--- src/rtl/evt_irq_pkg.sv ---
package evt_irq_pkg;

  localparam int NUM_SRC   = 17;
  localparam int NUM_GEN   = 14;
  localparam int SRC_LSB   = 8;
  localparam int SUM_BIT   = 6;
  localparam int FORCE_BIT = 31;
  localparam int ADDR_W    = 3;

  localparam logic [ADDR_W-1:0] A_GPEND = 3'd0;
  localparam logic [ADDR_W-1:0] A_GEN   = 3'd1;
  localparam logic [ADDR_W-1:0] A_LPEND = 3'd2;
  localparam logic [ADDR_W-1:0] A_LEN   = 3'd4;

  // Which enable bit gates source k: capture-buffer pairs share one enable.
  function automatic int src_en_idx(input int k);
    if (k < 6)       return k;
    else if (k < 12) return 6 + (k - 6) / 2;
    else             return k - 3;
  endfunction

endpackage

--- src/rtl/evt_pend_bank.sv ---
module evt_pend_bank #(
  parameter int W = 32
) (
  input  logic         clk,
  input  logic         rst_n,
  input  logic [W-1:0] evt,
  input  logic [W-1:0] clr,
  output logic [W-1:0] q
);

  logic [W-1:0] q_d;
  logic         upd;

  // Next state: clear first, then set, so a same-cycle event survives.
  always_comb begin
    upd = (|evt) || (|clr);
    q_d = (q & ~clr) | evt;
  end

  always_ff @(posedge clk or negedge rst_n) begin
    if (!rst_n)   q <= '0;
    else if (upd) q <= q_d;
  end

  // an event always leaves its bit set (also covers R10).
  p_evt_sets_r2: assert property (@(posedge clk) disable iff (!rst_n)
    (|evt) |=> ((q & $past(evt)) == $past(evt)));

  // a clear with no event empties the bit.
  p_clear_r3: assert property (@(posedge clk) disable iff (!rst_n)
    (|(clr & ~evt)) |=> ((q & $past(clr & ~evt)) == '0));

  // no bit appears without an event.
  p_no_spurious_r2: assert property (@(posedge clk) disable iff (!rst_n)
    1'b1 |=> ((q & ~$past(q) & ~$past(evt)) == '0));

  // a pending bit with no clear is kept.
  p_hold_r2: assert property (@(posedge clk) disable iff (!rst_n)
    1'b1 |=> (($past(q) & ~$past(clr) & ~q) == '0));

endmodule

--- src/rtl/evt_hi_find.sv ---
module evt_hi_find #(
  parameter int W  = 64,
  parameter int IW = $clog2(W)
) (
  input  logic [W-1:0]  vec,
  output logic          any,
  output logic [IW-1:0] idx
);

  // Upward scan: the last hit seen is the highest set bit.
  always_comb begin
    any = |vec;
    idx = '0;
    for (int i = 0; i < W; i++) begin
      if (vec[i]) idx = IW'(i);
    end
  end

endmodule

--- src/rtl/evt_irq_ctrl.sv ---
module evt_irq_ctrl
  import evt_irq_pkg::*;
#(
  parameter int LOOP_CH = 64,
  parameter int LANE_W  = 32
) (
  input  logic                clk,
  input  logic                rst_n,
  input  logic [NUM_SRC-1:0]  src_evt,
  input  logic [LOOP_CH-1:0]  loop_evt,
  input  logic [ADDR_W-1:0]   addr,
  input  logic [31:0]         wdata,
  input  logic                wr_en,
  output logic [31:0]         rdata,
  output logic                irq
);

  localparam int CH_W   = $clog2(LOOP_CH);
  localparam int N_LANE = LOOP_CH / LANE_W;

  logic [NUM_SRC-1:0] gpend;
  logic [NUM_SRC-1:0] gclr;
  logic [NUM_SRC-1:0] gen_exp;
  logic [NUM_GEN-1:0] gen_q;
  logic               force_q;
  logic [LOOP_CH-1:0] lpend;
  logic [LOOP_CH-1:0] lclr;
  logic [LOOP_CH-1:0] len_flat;
  logic [LOOP_CH-1:0] lp_en;
  logic               sum_any;
  logic [CH_W-1:0]    sum_idx;
  logic               irq_d;
  logic               wr_gp;
  logic               wr_gen;

  assign wr_gp  = wr_en && (addr == A_GPEND);
  assign wr_gen = wr_en && (addr == A_GEN);

  // ---------------- global source pending ----------------
  always_comb begin
    gclr = '0;
    if (wr_gp) gclr = wdata[SRC_LSB +: NUM_SRC];
  end

  evt_pend_bank #(.W(NUM_SRC)) u_gbank (
    .clk  (clk),
    .rst_n(rst_n),
    .evt  (src_evt),
    .clr  (gclr),
    .q    (gpend)
  );

  // ---------------- global enable ----------------
  always_ff @(posedge clk or negedge rst_n) begin
    if (!rst_n) begin
      gen_q   <= '0;
      force_q <= 1'b0;
    end else if (wr_gen) begin
      gen_q   <= wdata[NUM_GEN-1:0];
      force_q <= wdata[FORCE_BIT];
    end
  end

  for (genvar k = 0; k < NUM_SRC; k++) begin : g_src_en
    assign gen_exp[k] = gen_q[src_en_idx(k)];
  end

  // ---------------- loop pending clear decode ----------------
  always_comb begin
    lclr = '0;
    if (wr_gp && wdata[SUM_BIT]) lclr[wdata[CH_W-1:0]] = 1'b1;
    for (int ln = 0; ln < N_LANE; ln++) begin
      if (wr_en && (addr == ADDR_W'(int'(A_LPEND) + ln)))
        lclr[ln*LANE_W +: LANE_W] = lclr[ln*LANE_W +: LANE_W] | wdata[LANE_W-1:0];
    end
  end

  // ---------------- loop lanes: pending bank + enable ----------------
  for (genvar ln = 0; ln < N_LANE; ln++) begin : g_lane
    logic [LANE_W-1:0] len_q;
    logic              len_we;

    assign len_we = wr_en && (addr == ADDR_W'(int'(A_LEN) + ln));

    evt_pend_bank #(.W(LANE_W)) u_lbank (
      .clk  (clk),
      .rst_n(rst_n),
      .evt  (loop_evt[ln*LANE_W +: LANE_W]),
      .clr  (lclr[ln*LANE_W +: LANE_W]),
      .q    (lpend[ln*LANE_W +: LANE_W])
    );

    always_ff @(posedge clk or negedge rst_n) begin
      if (!rst_n)      len_q <= '0;
      else if (len_we) len_q <= wdata[LANE_W-1:0];
    end

    assign len_flat[ln*LANE_W +: LANE_W] = len_q;
  end

  assign lp_en = lpend & len_flat;

  evt_hi_find #(.W(LOOP_CH), .IW(CH_W)) u_find (
    .vec(lp_en),
    .any(sum_any),
    .idx(sum_idx)
  );

  // ---------------- interrupt output ----------------
  always_comb irq_d = force_q || (|(gpend & gen_exp)) || sum_any;

  always_ff @(posedge clk or negedge rst_n) begin
    if (!rst_n) irq <= 1'b0;
    else        irq <= irq_d;
  end

  // ---------------- read mux ----------------
  always_comb begin
    rdata = '0;
    case (addr)
      A_GPEND: rdata = {7'b0, gpend, 1'b0, sum_any, sum_idx};
      A_GEN:   rdata = {force_q, 17'b0, gen_q};
      default: rdata = '0;
    endcase
    for (int ln = 0; ln < N_LANE; ln++) begin
      if (addr == ADDR_W'(int'(A_LPEND) + ln)) rdata = lpend[ln*LANE_W +: LANE_W];
      if (addr == ADDR_W'(int'(A_LEN) + ln))   rdata = len_flat[ln*LANE_W +: LANE_W];
    end
  end

  // ---------------- assertions ----------------
  p_irq_src_r8: assert property (@(posedge clk) disable iff (!rst_n)
    (|(gpend & gen_exp)) |=> irq);

  p_irq_loop_r8: assert property (@(posedge clk) disable iff (!rst_n)
    sum_any |=> irq);

  p_force_irq_r9: assert property (@(posedge clk) disable iff (!rst_n)
    force_q |=> irq);

  p_sum_highest_r6: assert property (@(posedge clk) disable iff (!rst_n)
    sum_any |-> ((lp_en >> sum_idx) == LOOP_CH'(1)));

  p_sel_clear_r7: assert property (@(posedge clk) disable iff (!rst_n)
    (wr_gp && wdata[SUM_BIT] && (loop_evt == '0))
      |=> (((lpend >> $past(wdata[CH_W-1:0])) & LOOP_CH'(1)) == '0));

endmodule

--- config.mk ---
export PLATFORM = sky130hd
export DESIGN_NAME = evt_irq_ctrl
export DESIGN_NICKNAME = d
export VERILOG_FILES = /design/src/rtl/evt_irq_pkg.sv /design/src/rtl/evt_pend_bank.sv /design/src/rtl/evt_hi_find.sv /design/src/rtl/evt_irq_ctrl.sv
export SDC_FILE = /design/constraint.sdc
export NUM_CORES = 1
export LEC_CHECK = 0
export ABC_AREA = 1
export BUFFER_PORTS_ARGS = -buffer_cell sky130_fd_sc_hd__buf_2
export CAP_MARGIN = 30
export CORE_AREA = 8 8 140 129
export CTS_CLUSTER_SIZE = 30
export DETAILED_ROUTE_END_ITERATION = 10
export DIE_AREA = 0 0 148 137
export PLACE_DENSITY = 0.77
export SLEW_MARGIN = 25
export SYNTH_ARGS = -nofsm -noshare
export SYNTH_HDL_FRONTEND = slang
export SYNTH_SLANG_ARGS = --single-unit
--- constraint.sdc ---
create_clock -name clk -period 5.2 [get_ports clk]
set_clock_uncertainty 0.2 [all_clocks]
set_input_delay 0.52 -clock clk [delete_from_list [all_inputs] [get_ports clk]]
set_output_delay 0.52 -clock clk [all_outputs]
set_load 0.005 [all_outputs]
# ---- After elaboration in Yosys (flattened, before gate mapping)
# Index checks and enable logic that the tools add are counted.
dict set report op_classes {
  n_eq_ne 5
  magnitude_cmp 2
  mux 74
  n_reduce_logical 22
  bitwise 13
}
# cell count
set ops {}
lappend ops {{two-way mux 32 bit} 6}
lappend ops {{two-way mux 6 bit} 32}
lappend ops {{OR 32 bit} 4}
lappend ops {{OR reduction 32 bit} 4}
lappend ops {{two-way mux 5 bit} 16}
lappend ops {{bitwise AND 32 bit} 2}
lappend ops {{bitwise AND 64 bit} 1}
lappend ops {{two-way mux 64 bit} 1}
lappend ops {{inverter 32 bit} 2}
lappend ops {{case mux 32 bit (2 select lines)} 1}
lappend ops {{OR reduction 64 bit} 1}
lappend ops {{OR reduction 17 bit} 3}
lappend ops {{bitwise AND 17 bit} 2}
lappend ops {{two-way mux 4 bit} 8}
lappend ops {{two-way mux 17 bit} 1}
lappend ops {{inverter 17 bit} 1}
lappend ops {{OR 17 bit} 1}
lappend ops {{two-way mux 3 bit} 4}
lappend ops {{logical AND 1 bit} 8}
lappend ops {{less-than comparator 6 x 7 -> 1 bit (second input constant)} 1}
lappend ops {{demux 1 bit (select 6 bit)} 1}
lappend ops {{equality test 3 x 2 -> 1 bit (second input constant)} 2}
lappend ops {{equality test 3 bit (second input constant)} 2}
lappend ops {{>= comparator 6 x 1 -> 1 bit (second input constant)} 1}
lappend ops {{5 further kinds} 11}
dict set report word_totals {
  elab_cells 124
  reg_bits 161
  output_inout_bits 33
}

# ---- Depth between registers and ports, before layout
# Gate-level depths: netlist of run 1.
dict set report logic_depth {
  depth_word 69
  depth_mapped 68
  mapped_depth_nobuf 68
}

# ---- Modules after synthesis
# A second synthesis of run 1 with hierarchy kept.
dict set report unflattened {
  hier_cells 1550
  hier_area_um2 10084.7
}
# module cells_per_inst area_each_um2 n_inst
set by_module_without_submodules {}
lappend by_module_without_submodules {evt_irq_ctrl 918 5724.2 1}
lappend by_module_without_submodules {{evt_pend_bank (g_lane[0].u_lbank ...)} 160 1281.2 2}
lappend by_module_without_submodules {evt_hi_find 227 1117.3 1}
lappend by_module_without_submodules {{evt_pend_bank (u_gbank)} 85 680.7 1}

# ---- Worst setup path after synthesis of run 1
# No wires, ideal clock.
dict set report synth_timing {
  path_type {register to output}
  from {register g_lane[0].len_q[1]}
  to {output rdata[0]}
  setup_slack_ns 1.206
  path_buffers 0
  path_stages_with_launch 69
  arrival_ns 3.274
  cell_sequence {dfrtp_1 > nand2_1 > inv_2 > nand2_1 > nand2_1 > nand2_1 > nand2_1 > nand2_1 > nand2_1 > nand2_1 > nand2_1 > nand2_1 > nand2_1 > nand2_1 > nand2_1 > nand2_1 > nand2_1 > nand2_1 > [33 not listed] > nand2_1 > nand2_1 > nand2_1 > nand2_1 > nand2_1 > nand2_1 > nand2_1 > nand2_1 > nand2_1 > nand2_1 > nand2_1 > nand2_1 > nand2_1 > nand2_1 > nand2_1 > nand2_1 > nand2_1 > nand3_2}
}
dict set report synth_between {
  elab_chain_cells 69
}
# element line
set synth_rtl {}
lappend synth_rtl {{start: declaration} evt_irq_ctrl.sv:80} ;# logic [LANE_W-1:0] len_q;
lappend synth_rtl {{start signal: assignment} evt_irq_ctrl.sv:95} ;# else if (len_we) len_q <= wdata[LANE_W-1:0];
lappend synth_rtl {{bitwise AND 64 bit} evt_irq_ctrl.sv:101} ;# assign lp_en = lpend & len_flat;
lappend synth_rtl {{two-way mux 1 bit} evt_hi_find.sv:15} ;# if (vec[i]) idx = IW'(i);
lappend synth_rtl {{two-way mux 2 bit (2 in series)} evt_hi_find.sv:15}
lappend synth_rtl {{two-way mux 3 bit (4 in series)} evt_hi_find.sv:15}
lappend synth_rtl {{two-way mux 4 bit (8 in series)} evt_hi_find.sv:15}
lappend synth_rtl {{two-way mux 5 bit (16 in series)} evt_hi_find.sv:15}
lappend synth_rtl {{two-way mux 6 bit (32 in series)} evt_hi_find.sv:15}
lappend synth_rtl {{case mux 32 bit (2 select lines)} evt_irq_ctrl.sv:120} ;# case (addr)
lappend synth_rtl {{two-way mux 32 bit} evt_irq_ctrl.sv:126} ;# if (addr == ADDR_W'(int'(A_LPEND) + ln)) rdata = lpend[ln*LANE_W +: LANE_W];
lappend synth_rtl {{two-way mux 32 bit} evt_irq_ctrl.sv:127} ;# if (addr == ADDR_W'(int'(A_LEN) + ln)) rdata = len_flat[ln*LANE_W +: LANE_W];
lappend synth_rtl {{two-way mux 32 bit} evt_irq_ctrl.sv:126}
lappend synth_rtl {{two-way mux 32 bit} evt_irq_ctrl.sv:127}
lappend synth_rtl {{end: declaration} evt_irq_ctrl.sv:14} ;# output logic [31:0] rdata,
# Every way passes these cells.

# ---- Worst setup path in the final report of run 1
dict set report layout_timing {
  from {register g_lane[0].u_lbank.q[1]}
  to {output rdata[0]}
}
dict set report layout_between {
  elab_chain_cells 69
}
# element line
set layout_rtl {}
lappend layout_rtl {{start: declaration} evt_pend_bank.sv:8} ;# output logic [W-1:0] q
lappend layout_rtl {{start signal: assignment} evt_pend_bank.sv:22} ;# else if (upd) q <= q_d;
lappend layout_rtl {{bitwise AND 64 bit} evt_irq_ctrl.sv:101}
lappend layout_rtl {{two-way mux 1 bit} evt_hi_find.sv:15}
lappend layout_rtl {{two-way mux 2 bit (2 in series)} evt_hi_find.sv:15}
lappend layout_rtl {{two-way mux 3 bit (4 in series)} evt_hi_find.sv:15}
lappend layout_rtl {{two-way mux 4 bit (8 in series)} evt_hi_find.sv:15}
lappend layout_rtl {{two-way mux 5 bit (16 in series)} evt_hi_find.sv:15}
lappend layout_rtl {{two-way mux 6 bit (32 in series)} evt_hi_find.sv:15}
lappend layout_rtl {{case mux 32 bit (2 select lines)} evt_irq_ctrl.sv:120}
lappend layout_rtl {{two-way mux 32 bit} evt_irq_ctrl.sv:126}
lappend layout_rtl {{two-way mux 32 bit} evt_irq_ctrl.sv:127}
lappend layout_rtl {{two-way mux 32 bit} evt_irq_ctrl.sv:126}
lappend layout_rtl {{two-way mux 32 bit} evt_irq_ctrl.sv:127}
# Every way passes these cells.

==> results.txt, run 1 <==
----------------------------------------------------
[Power and ir drop]
  Portion of total power attributed to sequential cells ... 0.434
  LEAKAGE ... 4.94 nW
  Proportion of power drawn by the clock network ... 0.358
  Internal power ... 0.00233 W
  Combinational group share of total power ... 0.208
  Switching power summed over all nets ... 0.00114 W
  Worst IR Drop VDD ... 0.308 mV
  Fraction of power spent switching nets ... 0.329
  PwrDens ... ~350 nW/um^2

[GRT]
  Total congestion overflow ... 0
  Via count of the first global-routing pass ... between 8000 and 9000
  Initial antenna violation count ... 1
  Wire length of the first global-routing pass ... around 44000 um
  GRT Resource Usage Total ... 0.280
  Maximum number of pins on one net before global-route repair ... 69

[Run status]
  Status ... complete, but fails checks
  Violations in the final reports ... setup timing

[Clocking]
  Total number of H-tree levels ... 4
  Clock-pin slew of the registers on the worst-case setup and hold paths ... 0.07 ns
  Number of buffers on the longest clock path ... 2
  TritonCTS sink count ... approximately 160
  Number of buffers inserted during clock tree synthesis ... 17
  Clock latency on the worst-skew pair ... roughly 0.44 ns
  CTS Root Cell ... sky130_fd_sc_hd__clkbuf_16
  TritonCTS clock tree ... done

[Synth]
  Number of warnings issued by yosys ... 0
  Combined area of all synthesized cells ... about 8400 um^2
  Asr flop ratio synth ... 1.00
  Flip-flop cell with the highest count after synthesis ... sky130_fd_sc_hd__dfrtp_1
  Cell with the most instances after synthesis ... sky130_fd_sc_hd__nand2_1
  Mean Syn Cell Area ... 7.69 um^2
  FF+latch count, synth ... 161
  Number of flops mapped to enable cells by yosys ... 0
  Syn_nets ... 1216
  Count of cell types in the netlist ... 34
  Post-synth top area cell ... sky130_fd_sc_hd__dfrtp_1
  Instance count of the mapped netlist ... roughly 1100
  Leading cell types by count after synthesis ... sky130_fd_sc_hd__nand2_1, sky130_fd_sc_hd__dfrtp_1, sky130_fd_sc_hd__inv_1, sky130_fd_sc_hd__o21ai_1, sky130_fd_sc_hd__o221ai_1
  Area share of the largest cell type after synthesis ... 0.478
  Leading cell types by total area after synthesis ... sky130_fd_sc_hd__dfrtp_1, sky130_fd_sc_hd__nand2_1, sky130_fd_sc_hd__o221ai_1, sky130_fd_sc_hd__inv_1, sky130_fd_sc_hd__o21ai_1
  Portion of the post-synthesis area used by sequential elements ... 0.478

[Detailed routing]
  Vias per std cell ... between 5 and 6
  Total DRC errors in the routed layout ... 0
  Post-DR wirelength/cell ... ~19 um
  Count of routing violations after the opening detailed-route iteration ... 941
  Detailed-route wire length ... about 28000 um
  Routed via count ... between 8000 and 9000
  Pre-antenna DRT Iters ... 5
  ANT nets after route ... 0

[Worst setup path]
  Stage delay of the slowest cell on the critical path ... 0.40 ns
  Worst Path Arrival ... around 4.5 ns
  Required time of the critical path ... ~4.5 ns
  WS Path Type ... flop to primary output
  Top cell by count, worst path ... sky130_fd_sc_hd__nand2_1
  Max FO, Critical Path ... 3
  Highest-delay cell along the critical path ... sky130_fd_sc_hd__dfrtp_1
  Crit path capture type ... primary output
  Critical path launch point type ... flop

[STA]
  Setup repair after global routing missed its margin ... true
  Final worst setup slack ... -0.0629 ns
  Endpoints failing hold ... 0
  Period Utilization, post-route ... 1.01
  Tightest Pin Transition ... approximately 0.95 ns
  Worst max-slew margin expressed relative to the limit ... 0.362
  Number of pins exceeding their max-slew limit in the final report ... 0
  Setup Viol. Count Final ... 1
  Maximum operating frequency ... approximately 190 MHz
  Minimum clock period after layout ... ~5.3 ns

[Floorplan]
  Core Rows ... 44
  Effective utilization at floorplan ... 0.536
  Die Outline Area ... 20300 um^2
  Standard cell core area ... approximately 16000 um^2
  Horizontal extent of the die ... between 100 and 150 um
  I/O pin count ... 152
  Die boundary height ... roughly 140 um

[Cells and area]
  Non-filler cells, final ... ~1500
  Layout area overhead ... 18.5%
  Net count, final ... about 1400
  Fraction of layout instances using a drive strength above 1 ... 0.185

[Placement]
  Place WS ... 0.502 ns
  GP Congestion ... about 0.94
  Number of port buffers ... ~150
  Detailed placer's ending HPWL ... 20200 um
  Cell Count Post-Placement ... 1430

[Flow run]
  Number of max-cap violations ... 0

[Min path]
  Class of the worst hold path ... primary input to flop

----------------------------------------------------
## worst paths after layout
path                                                    start                                   to  slack [ns]  depth (start not counted)
setup / recovery           g_lane[0].u_lbank.q[1]$_DFFE_PN0P_                             rdata[0]       -0.06                         69
hold / removal                                    src_evt[10]            u_gbank.q[10]$_DFFE_PN0P_        0.05                          3
setup reg to reg              g_lane[1].len_q[18]$_DFFE_PN0P_                        irq$_DFF_PN0_        3.03                          8
hold reg to reg                g_lane[1].len_q[6]$_DFFE_PN0P_       g_lane[1].len_q[6]$_DFFE_PN0P_        0.32                          2
max in group asynchronous                               rst_n                 gen_q[7]$_DFFE_PN0P_        3.21                          3
min in group asynchronous                               rst_n  g_lane[1].u_lbank.q[28]$_DFFE_PN0P_        0.46                          2
## cells in the final DEF, fill, tap and decap left out, types with 2 or more instances in the layout
cell type                    count
sky130_fd_sc_hd__nand2_1       410
sky130_fd_sc_hd__dfrtp_1       161
sky130_fd_sc_hd__buf_2         149
sky130_fd_sc_hd__inv_1         116
sky130_fd_sc_hd__o21ai_1        70
sky130_fd_sc_hd__o221ai_1       62
sky130_fd_sc_hd__nor2_1         54
sky130_fd_sc_hd__nand3_1        45
sky130_fd_sc_hd__o21ai_0        31
sky130_fd_sc_hd__a22o_1         19
sky130_fd_sc_hd__a21oi_1        17
sky130_fd_sc_hd__clkbuf_16      17
sky130_fd_sc_hd__buf_4          16
sky130_fd_sc_hd__nand2_2        14
sky130_fd_sc_hd__a221oi_1       13
sky130_fd_sc_hd__inv_2           7
sky130_fd_sc_hd__nand2_4         7
sky130_fd_sc_hd__inv_6           7
sky130_fd_sc_hd__a22oi_1         6
sky130_fd_sc_hd__nand4_1         4
sky130_fd_sc_hd__nor2_2          3
sky130_fd_sc_hd__clkinv_1        3
sky130_fd_sc_hd__nor3_1          3
sky130_fd_sc_hd__a31oi_1         2
sky130_fd_sc_hd__o21bai_1        2
sky130_fd_sc_hd__clkinvlp_4      2
sky130_fd_sc_hd__clkinv_4        2
sky130_fd_sc_hd__clkinv_2        2
sky130_fd_sc_hd__buf_6           2
## sequential cells by signal, indices dropped and copies added (netlist names)
name / flops
g_lane.len_q: 64
g_lane.u_lbank.q: 64
u_gbank.q: 17
gen_q: 14
force_q: 1
irq: 1
## timing repair
action,4_1_cts,5_1_grt
hold endpoints to repair,66,0
setup buffers,0,2
endpoints found under the setup margin,0,1
hold buffers,1,0
gates resized for setup,0,2
## metrics by stage
step	util	cell area (um^2)	power, W	hold slack [ns]	setup TNS (ns)
2_1_floorplan	-	8430	0.00195	0.0244	0
5_1_grt	0.635	10000	0.00363	0.0541	-0.761
3_3_place_gp	0.596	9390	0.00221	0.289	0
4_1_cts	0.633	9970	0.00346	0.0537	0
6_report	0.635	10000	0.00347	0.0549	-0.0629
3_5_place_dp	0.596	9390	0.00223	0.300	0
## logic make-up after synthesis
family	Yosys count	synth area share
buffers and inverters	165	0.0785
AOI/OAI and AO/OA	227	0.181
and+or+nand+nor	544	0.262
DFF	161	0.478
## area by class of cell
cell class              instances  area (um^2)
fillers                      1455         5750
repair buffers                168          898
well taps                     207          259
inverters                     126          473
clock buffers                  17          425
multi-input cells             771         3760
flip-flops and latches        161         4030
clock inverters                15          145
diodes                          1         2.50
## power groups by stage
stage | clock (W) | sequential, W | combinational, W
finish | 0.00124 | 0.00151 | 0.000723
global route | 0.00130 | 0.00152 | 0.000817
CTS | 0.00124 | 0.00150 | 0.000714
detailed placement | 0 | 0.00152 | 0.000708
global placement | 0 | 0.00152 | 0.000697
floorplan | 0 | 0.00149 | 0.000464
## per-layer routing
metal | vias to the layer above | GRT usage | part of all wire
met5 | - | 0 | 0
met4 | 0 | 0.139 | 0.037
met3 | 84 | 0.0902 | 0.12
met2 | 490 | 0.421 | 0.45
met1 | 3964 | 0.358 | 0.40
li1 | 3942 | - | -
## worst max-delay path, delay by kind of cell, from the launching register on
kind | cells | cell delay (ns)
flops | 1 | 0.40
buf+inv | 2 | 0.16
simple gates | 67 | 3.54
Power figures use the tool's default switching activity.
==> run 2: changes to the inputs <==
--- a/config.mk
+++ b/config.mk
@@ -5,14 +5,14 @@
 export SDC_FILE = /design/constraint.sdc
 export NUM_CORES = 1
 export LEC_CHECK = 0
-export ABC_AREA = 1
 export BUFFER_PORTS_ARGS = -buffer_cell sky130_fd_sc_hd__buf_2
 export CAP_MARGIN = 30
-export CORE_AREA = 8 8 140 129
+export CORE_AREA = 8 8 144 132
 export CTS_CLUSTER_SIZE = 30
 export DETAILED_ROUTE_END_ITERATION = 10
-export DIE_AREA = 0 0 148 137
+export DIE_AREA = 0 0 152 140
 export PLACE_DENSITY = 0.77
+export SKIP_LAST_GASP = 1
 export SLEW_MARGIN = 25
 export SYNTH_ARGS = -nofsm -noshare
 export SYNTH_HDL_FRONTEND = slang
==> run 2 against run 1 <==
The flow now finishes without violations. Final cell count is 12% lower. Clock-buffer cell count up 3. Via count up 2.0%. Combinational power grew 6.9%. Die area rose by 5.0%. Register-to-register slack lost 0.56 ns. Synthesized cell count fell by 16%. Non-clock buffer count shrank 2. Area after synthesis grew 6.1%. Power is 3.5% higher. Sequential power increased by 5%. Worst setup slack better by 1.7 ns. Largest power group unchanged.
==> results.txt, run 2 <==
----------------------------------------------------
[Floorplan]
  Horizontal extent of the die ... 152 um (+2.7%)
  Effective utilization at floorplan ... 0.539 (+0.00301)
  Die Outline Area ... 21300 um^2 (+5.0%)
  Core Rows ... 45 (+2.3%)
  Standard cell core area ... 16600 um^2 (+5.5%)
  I/O pin count ... 152 (unchanged)
  Die boundary height ... 140 um (+2.2%)

[Power and ir drop]
  Proportion of power drawn by the clock network ... 0.343 (-0.015)
  PwrDens ... 342 nW/um^2 (-1.7%)
  LEAKAGE ... 4.11 nW (-17%)
  Portion of total power attributed to sequential cells ... 0.442 (+0.008)
  Worst IR Drop VDD ... 0.245 mV (-20%)
  Combinational group share of total power ... 0.215 (+0.007)
  Fraction of power spent switching nets ... 0.322 (-0.00775)
  Switching power summed over all nets ... 0.00116 W (+1.0%)
  Internal power ... 0.00244 W (+4.7%)

[Detailed routing]
  Vias per std cell ... 6.73 (+16%)
  Pre-antenna DRT Iters ... 5 (unchanged)
  Count of routing violations after the opening detailed-route iteration ... 1065 (+13%)
  Total DRC errors in the routed layout ... 0 (unchanged)
  Post-DR wirelength/cell ... 24.7 um (+29%)
  ANT nets after route ... 0 (unchanged)
  Routed via count ... 8653 (+2.0%)
  Detailed-route wire length ... 31800 um (+13%)

[STA]
  Setup repair after global routing missed its margin ... false
  Tightest Pin Transition ... 1.06 ns (+0.107 ns)
  Setup Viol. Count Final ... 0 (-1)
  Minimum clock period after layout ... 3.58 ns (-1.68 ns)
  Period Utilization, post-route ... 0.688 (-0.324)
  Final worst setup slack ... 1.62 ns (+1.68 ns)
  Worst max-slew margin expressed relative to the limit ... 0.292 (-0.0702)
  Endpoints failing hold ... 0 (unchanged)
  Min Hold Slack ... 0.0545 ns (-0.000443 ns)
  Number of pins exceeding their max-slew limit in the final report ... 0 (unchanged)
  Maximum operating frequency ... 279 MHz (+47%)
  Sum of negative setup slack ... 0 ns (+0.0629 ns)

[Clocking]
  Post-CTS setup repair buffer count ... 0 (unchanged)
  CTS Root Cell ... sky130_fd_sc_hd__clkbuf_16
  Total number of H-tree levels ... 4 (unchanged)
  TritonCTS clock tree ... done
  Count of hold buffers inserted by post-cts repair ... 1 (unchanged)
  Number of buffers inserted during clock tree synthesis ... 17 (unchanged)
  Cells resized by post-CTS repair ... 0 (unchanged)
  Clock-pin slew of the registers on the worst-case setup and hold paths ... 0.07 ns (about the same)
  Clock latency on the worst-skew pair ... 0.44 ns (about the same)
  TritonCTS sink count ... 161 (unchanged)
  Number of buffers on the longest clock path ... 2 (unchanged)

[Cells and area]
  Layout area overhead ... 17.6%
  Multi-input logic area ... 4760 um^2 (+26%)
  Share of the core filled with cells in the final layout ... 0.633 (-0.00163)
  Commonest non-fill, non-tap cell in the layout ... sky130_fd_sc_hd__nand2_1
  FF+latch area ... 4030 um^2 (unchanged)
  Net count, final ... 1180 (-13%)
  Fraction of layout instances using a drive strength above 1 ... 0.320 (+0.135)
  Filler Cells Inserted ... 1366 (-6.1%)
  Largest regs ... g_lane.len_q x64, g_lane.u_lbank.q x64, u_gbank.q x17
  Highest-count cells in the layout ignoring fill and taps ... sky130_fd_sc_hd__nand2_1, sky130_fd_sc_hd__dfrtp_1, sky130_fd_sc_hd__buf_2
  Non-filler cells, final ... 1286 (-12%)

[Synth]
  Instance count of the mapped netlist ... 925 (-16%)
  Cell with the most instances after synthesis ... sky130_fd_sc_hd__nand2_1
  Number of flops mapped to enable cells by yosys ... 0 (unchanged)
  Post-synth top area cell ... sky130_fd_sc_hd__dfrtp_1
  Count of cell types in the netlist ... 60 (+76%)
  Portion of the post-synthesis area used by sequential elements ... 0.450 (-0.0274)
  Leading cell types by total area after synthesis ... sky130_fd_sc_hd__dfrtp_1, sky130_fd_sc_hd__mux2_2, sky130_fd_sc_hd__nand2_1, sky130_fd_sc_hd__a31o_2, sky130_fd_sc_hd__a22oi_1
  Mean Syn Cell Area ... 9.67 um^2 (+26%)
  Syn_nets ... 1044 (-14%)
  FF+latch count, synth ... 161 (unchanged)
  Area share of the largest cell type after synthesis ... 0.450 (-0.0274)
  Leading cell types by count after synthesis ... sky130_fd_sc_hd__nand2_1, sky130_fd_sc_hd__dfrtp_1, sky130_fd_sc_hd__mux2_2, sky130_fd_sc_hd__nor2_1, sky130_fd_sc_hd__a31o_2
  Number of warnings issued by yosys ... 0 (unchanged)
  Flip-flop cell with the highest count after synthesis ... sky130_fd_sc_hd__dfrtp_1
  Asr flop ratio synth ... 1.00 (unchanged)
  Combined area of all synthesized cells ... 8950 um^2 (+6.1%)

[GRT]
  GRT Resource Usage Total ... 0.299 (+0.0190)
  Initial antenna violation count ... 1 (unchanged)
  Total congestion overflow ... 0 (unchanged)
  Via count of the first global-routing pass ... 8774 (+7.2%)
  Wire length of the first global-routing pass ... 49900 um (+15%)
  Maximum number of pins on one net before global-route repair ... 72 (+4.3%)

[Placement]
  Number of port buffers ... 151 (unchanged)
  GP Congestion ... 0.946 (+0.78%)
  Cell Count Post-Placement ... 1252 (-12%)
  Detailed placer's ending HPWL ... 22800 um (+13%)
  Place WS ... 1.59 ns (+1.09 ns)

[Worst setup path]
  Critical path launch point type ... flop
  WS Path Type ... flop to primary output
  Max FO, Critical Path ... 5 (+2)
  Worst Path Arrival ... 2.86 ns (-1.68 ns)
  Required time of the critical path ... 4.48 ns (about the same)
  Crit path capture type ... primary output

[Min path]
  Class of the worst hold path ... primary input to flop

[Flow run]
  Number of max-cap violations ... 0 (unchanged)

[Run status]
  Status ... completed

----------------------------------------------------
==> run 2: changes by cell type after synthesis, sizes merged, moves of 16 or more <==
| cell | previous run | this run |
|---|---|---|
| a21oi | 17 | 33 |
| a31o | 1 | 65 |
| o221ai | 62 | 0 |
| a22oi | 6 | 42 |
| nand3 | 46 | 15 |
| mux2i | 0 | 20 |
| a21o | 0 | 17 |
| mux2 | 0 | 78 |
| inv | 123 | 4 |
| o21ai | 101 | 29 |
| nand2 | 431 | 222 |
==> run 2: kinds of logic after synthesis <==
kind of cell | count (synthesis) | synth area share
flip-flops | 161 | 0.450
AO/OA/AOI/OAI | 263 | 0.223
multiplexers | 104 | 0.136
AND/OR/NAND/NOR | 344 | 0.168
buffers and inverters | 53 | 0.0229
==> run 2: stage by stage <==
step / total power, W / cell area (um^2)
after floorplan: 0.00202 / 8950
after global placement: 0.00232 / 9900
after detailed placement: 0.00235 / 9930
after CTS: 0.00358 / 10500
after global routing: 0.00373 / 10500
final: 0.00359 / 10500
==> run 2: cell type report <==
type,count,area share
multi-input combinational,711,0.452
sequential,161,0.383
timing repair buffer,166,0.0840
clock buffer,20,0.0425
tap,211,0.0251
clock inverter,12,0.0115
inverter,4,0.00143
antenna,1,0.000238
==> run 2: path summary, 6_finish.rpt <==
check | start | slack, ns | end | depth (start not counted)
setup / recovery | g_lane[1].len_q[24]$_DFFE_PN0P_ | 1.62 | rdata[0] | 6
hold / removal | src_evt[11] | 0.05 | u_gbank.q[11]$_DFFE_PN0P_ | 2
setup reg to reg | g_lane[1].u_lbank.q[18]$_DFFE_PN0P_ | 2.47 | irq$_DFF_PN0_ | 6
hold reg to reg | u_gbank.q[1]$_DFFE_PN0P_ | 0.34 | u_gbank.q[1]$_DFFE_PN0P_ | 1
max in group asynchronous | rst_n | 3.26 | g_lane[1].u_lbank.q[16]$_DFFE_PN0P_ | 3
min in group asynchronous | rst_n | 0.46 | g_lane[1].len_q[3]$_DFFE_PN0P_ | 2
==> run 2: per-layer routing <==
metal / GRT usage / vias to the layer above / routed length (um)
met5: 0 / - / 0
met4: 0.174 / 0 / 1740
met3: 0.0833 / 122 / 3500
met2: 0.443 / 554 / 13800
met1: 0.387 / 4264 / 12700
li1: - / 3713 / -
==> run 2: power groups by stage <==
stage	registers [W]	clock network, W	logic (W)
detailed placement	0.00160	0	0.000753
finish	0.00159	0.00123	0.000773
floorplan	0.00153	0	0.000490
CTS	0.00158	0.00124	0.000760
global route	0.00160	0.00130	0.000833
global placement	0.00159	0	0.000735
==> run 2: critical path, cell delays in order (launching register included) <==
cell and delay, ns:
sky130_fd_sc_hd__dfrtp_1 0.43, sky130_fd_sc_hd__a222oi_1 0.47, sky130_fd_sc_hd__o21ai_0 0.34, sky130_fd_sc_hd__a211oi_1 0.53, sky130_fd_sc_hd__o21ai_0 0.24, sky130_fd_sc_hd__a31oi_1 0.25
sky130_fd_sc_hd__buf_2 0.16
==> run 3: changes to the inputs <==
==> constraint.sdc (replaced) <==
create_clock -name clk -period 3.6 [get_ports clk]
set_clock_uncertainty 0.2 [all_clocks]
set_input_delay 0.36 -clock clk [delete_from_list [all_inputs] [get_ports clk]]
set_output_delay 0.36 -clock clk [all_outputs]
set_load 0.005 [all_outputs]
==> run 3 against run 2 <==
Critical path depth grew 1. Clock power is 46% higher. First-iteration DRC count decreased by 2.8%. Hold slack got worse by 0.037 ns.
==> results.txt, run 3 (same netlist as run 2, synthesis figures left out) <==
----------------------------------------------------
[Power and ir drop]
  PwrDens ... 463 nW/um^2 (+36%)
  Worst IR Drop VDD ... 0.405 mV (+65%)
  LEAKAGE ... 4.54 nW (+10%)
  Total power ... 0.00530 W (+47%)

[Worst setup path]
  Stage delay of the slowest cell on the critical path ... 0.59 ns (+0.06 ns)
  Crit path capture type ... primary output
  Highest-delay cell along the critical path ... sky130_fd_sc_hd__or4_4
  Max FO, Critical Path ... 4 (-1)
  Depth of the most critical reg-to-reg path ... 6 (unchanged)
  Required time of the critical path ... 3.04 ns (-1.44 ns)
  Critical path launch point type ... flop
  WS Path Type ... flop to primary output
  Sequence of cells on the critical path ... a22oi_2 -> nand4_1 -> or4_4 -> nor2_4 -> o21ai_0 -> a32o_1 -> buf_2
  Gate family responsible for the most delay along the worst path ... simple AND/OR/NAND/NOR gates
  Worst Path Arrival ... 2.64 ns (-0.22 ns)
  CP Depth ... 7 (+1)
  Critical path buffer and inverter count ... 1 (unchanged)

[Detailed routing]
  Routed via count ... 9016 (+4.2%)
  ANT nets after route ... 0 (unchanged)
  Pre-antenna DRT Iters ... 5 (unchanged)
  Count of routing violations after the opening detailed-route iteration ... 1035 (-2.8%)
  Total DRC errors in the routed layout ... 0 (unchanged)
  Post-DR wirelength/cell ... 24.0 um (-2.8%)
  Vias per std cell ... 6.52 (-3.0%)
  Detailed-route wire length ... 33200 um (+4.4%)

[GRT]
  GRT Resource Usage Total ... 0.311 (+0.0117)
  Via count of the first global-routing pass ... 8989 (+2.5%)
  Initial antenna violation count ... 0 (-1)
  Wire length of the first global-routing pass ... 51600 um (+3.4%)
  Maximum number of pins on one net before global-route repair ... 70 (-2.8%)
  GRT met1 Usage ... 0.410 (+0.0234)
  Most heavily used metal layer in global routing ... met2
  Met3 track demand over resource ... 0.0806 (-0.00277)
  Met2 Track Usage GR ... 0.475 (+0.0313)
  Total congestion overflow ... 0 (unchanged)

[Cells and area]
  Fraction of layout instances using a drive strength above 1 ... 0.304 (-0.0163)
  Post-layout instance area ... 11400 um^2 (+8.8%)
  Largest regs ... g_lane.len_q x64, g_lane.u_lbank.q x64, u_gbank.q x17
  Net count, final ... 1277 (+8.2%)
  Non-filler cells, final ... 1382 (+7.5%)
  Highest-count cells in the layout ignoring fill and taps ... sky130_fd_sc_hd__nand2_1, sky130_fd_sc_hd__dfrtp_1, sky130_fd_sc_hd__buf_2
  Commonest non-fill, non-tap cell in the layout ... sky130_fd_sc_hd__nand2_1
  Antenna cell count ... 0 (-1)
  Layout area overhead ... 27.9%
  Share of the core filled with cells in the final layout ... 0.689 (+0.0554)

[Clocking]
  Post-CTS setup repair buffer count ... 0 (unchanged)
  Total number of H-tree levels ... 4 (unchanged)
  CTS Root Cell ... sky130_fd_sc_hd__clkbuf_16
  Number of buffers on the longest clock path ... 2 (unchanged)
  TritonCTS clock tree ... done
  Clock latency on the worst-skew pair ... 0.44 ns (about the same)
  TritonCTS sink count ... 161 (unchanged)
  Cells resized by post-CTS repair ... 0 (unchanged)
  Clock-pin slew of the registers on the worst-case setup and hold paths ... 0.06 ns (about the same)
  Number of buffers inserted during clock tree synthesis ... 17 (unchanged)

[STA]
  Setup Viol. Count Final ... 0 (unchanged)
  Tightest Pin Transition ... 0.880 ns (-0.182 ns)
  Number of pins exceeding their max-slew limit in the final report ... 0 (unchanged)
  Setup repair after global routing missed its margin ... false
  Maximum operating frequency ... between 300 and 400 MHz
  Minimum clock period after layout ... between 3 and 4 ns
  Period Utilization, post-route ... 0.890
  Sum of negative setup slack ... 0 ns (unchanged)
  Worst max-slew margin expressed relative to the limit ... 0.413 (+0.122)
  Endpoints failing hold ... 0 (unchanged)

[Floorplan]
  Die Outline Area ... 21300 um^2 (unchanged)
  I/O pin count ... 152 (unchanged)
  Horizontal extent of the die ... 152 um (unchanged)
  Effective utilization at floorplan ... 0.539 (unchanged)
  Standard cell core area ... 16600 um^2 (unchanged)
  Core Rows ... 45 (unchanged)
  Die boundary height ... 140 um (unchanged)

[Placement]
  Cell Count Post-Placement ... 1268 (+1.3%)
  Area post-placement ... 10000 um^2 (+1.1%)
  Detailed placer's ending HPWL ... 23200 um (+1.5%)
  Number of port buffers ... 151 (unchanged)
  GP Congestion ... 0.964 (+1.8%)

[Flow run]
  Number of max-cap violations ... 0 (unchanged)

[Run status]
  Status ... completed

[Min path]
  Class of the worst hold path ... primary input to flop
  Depth of the worst hold-timing path ... 2 (unchanged)

----------------------------------------------------
==> run 3: metal layers <==
metal | vias to the layer above | routed length (um)
met4 | 0 | 1390
li1 | 3909 | -
met1 | 4416 | 13600
met5 | - | 0
met2 | 589 | 14700
met3 | 102 | 3500
==> run 3: per-stage QoR <==
step | hold slack, ns | setup slack [ns]
after CTS | 0.00581 | 0.441
final | 0.0171 | 0.395
after floorplan | -0.136 | 1.24
after global placement | 0.210 | 0.784
after global routing | 0.00401 | 0.290
after detailed placement | 0.219 | 0.743
==> run 3: final cells by class <==
| type | count | area, um^2 |
|---|---|---|
| clock inverters | 12 | 124 |
| well taps | 211 | 264 |
| fillers | 1273 | 5170 |
| repair buffers | 263 | 1820 |
| flip-flops and latches | 161 | 4030 |
| clock buffers | 20 | 457 |
| inverters | 4 | 15.0 |
| multi-input cells | 711 | 4730 |
==> run 3: timing repair <==
item	in CTS	in global routing
endpoints found under the hold margin	147	0
hold buffers	82	0
setup endpoints to repair	0	0
==> run 3: power breakdown <==
group          leakage (nW)  total, W  internal (W)  switching (W)
combinational          2.57   0.00121      0.000574       0.000633
sequential             1.68   0.00229       0.00203       0.000260
clock                 0.284   0.00180       0.00101       0.000798
total                  4.54   0.00530       0.00361        0.00169
==> run 3: path summary, 6_finish.rpt <==
path,slack [ns],endpoint,startpoint
setup / recovery,0.40,rdata[5],g_lane[1].len_q[13]$_DFFE_PN0P_
hold / removal,0.02,g_lane[0].len_q[25]$_DFFE_PN0P_,wdata[25]
setup reg to reg,0.83,irq$_DFF_PN0_,g_lane[1].len_q[13]$_DFFE_PN0P_
hold reg to reg,0.33,u_gbank.q[0]$_DFFE_PN0P_,u_gbank.q[0]$_DFFE_PN0P_
max in group asynchronous,2.07,g_lane[0].u_lbank.q[4]$_DFFE_PN0P_,rst_n
min in group asynchronous,0.31,g_lane[1].len_q[0]$_DFFE_PN0P_,rst_n
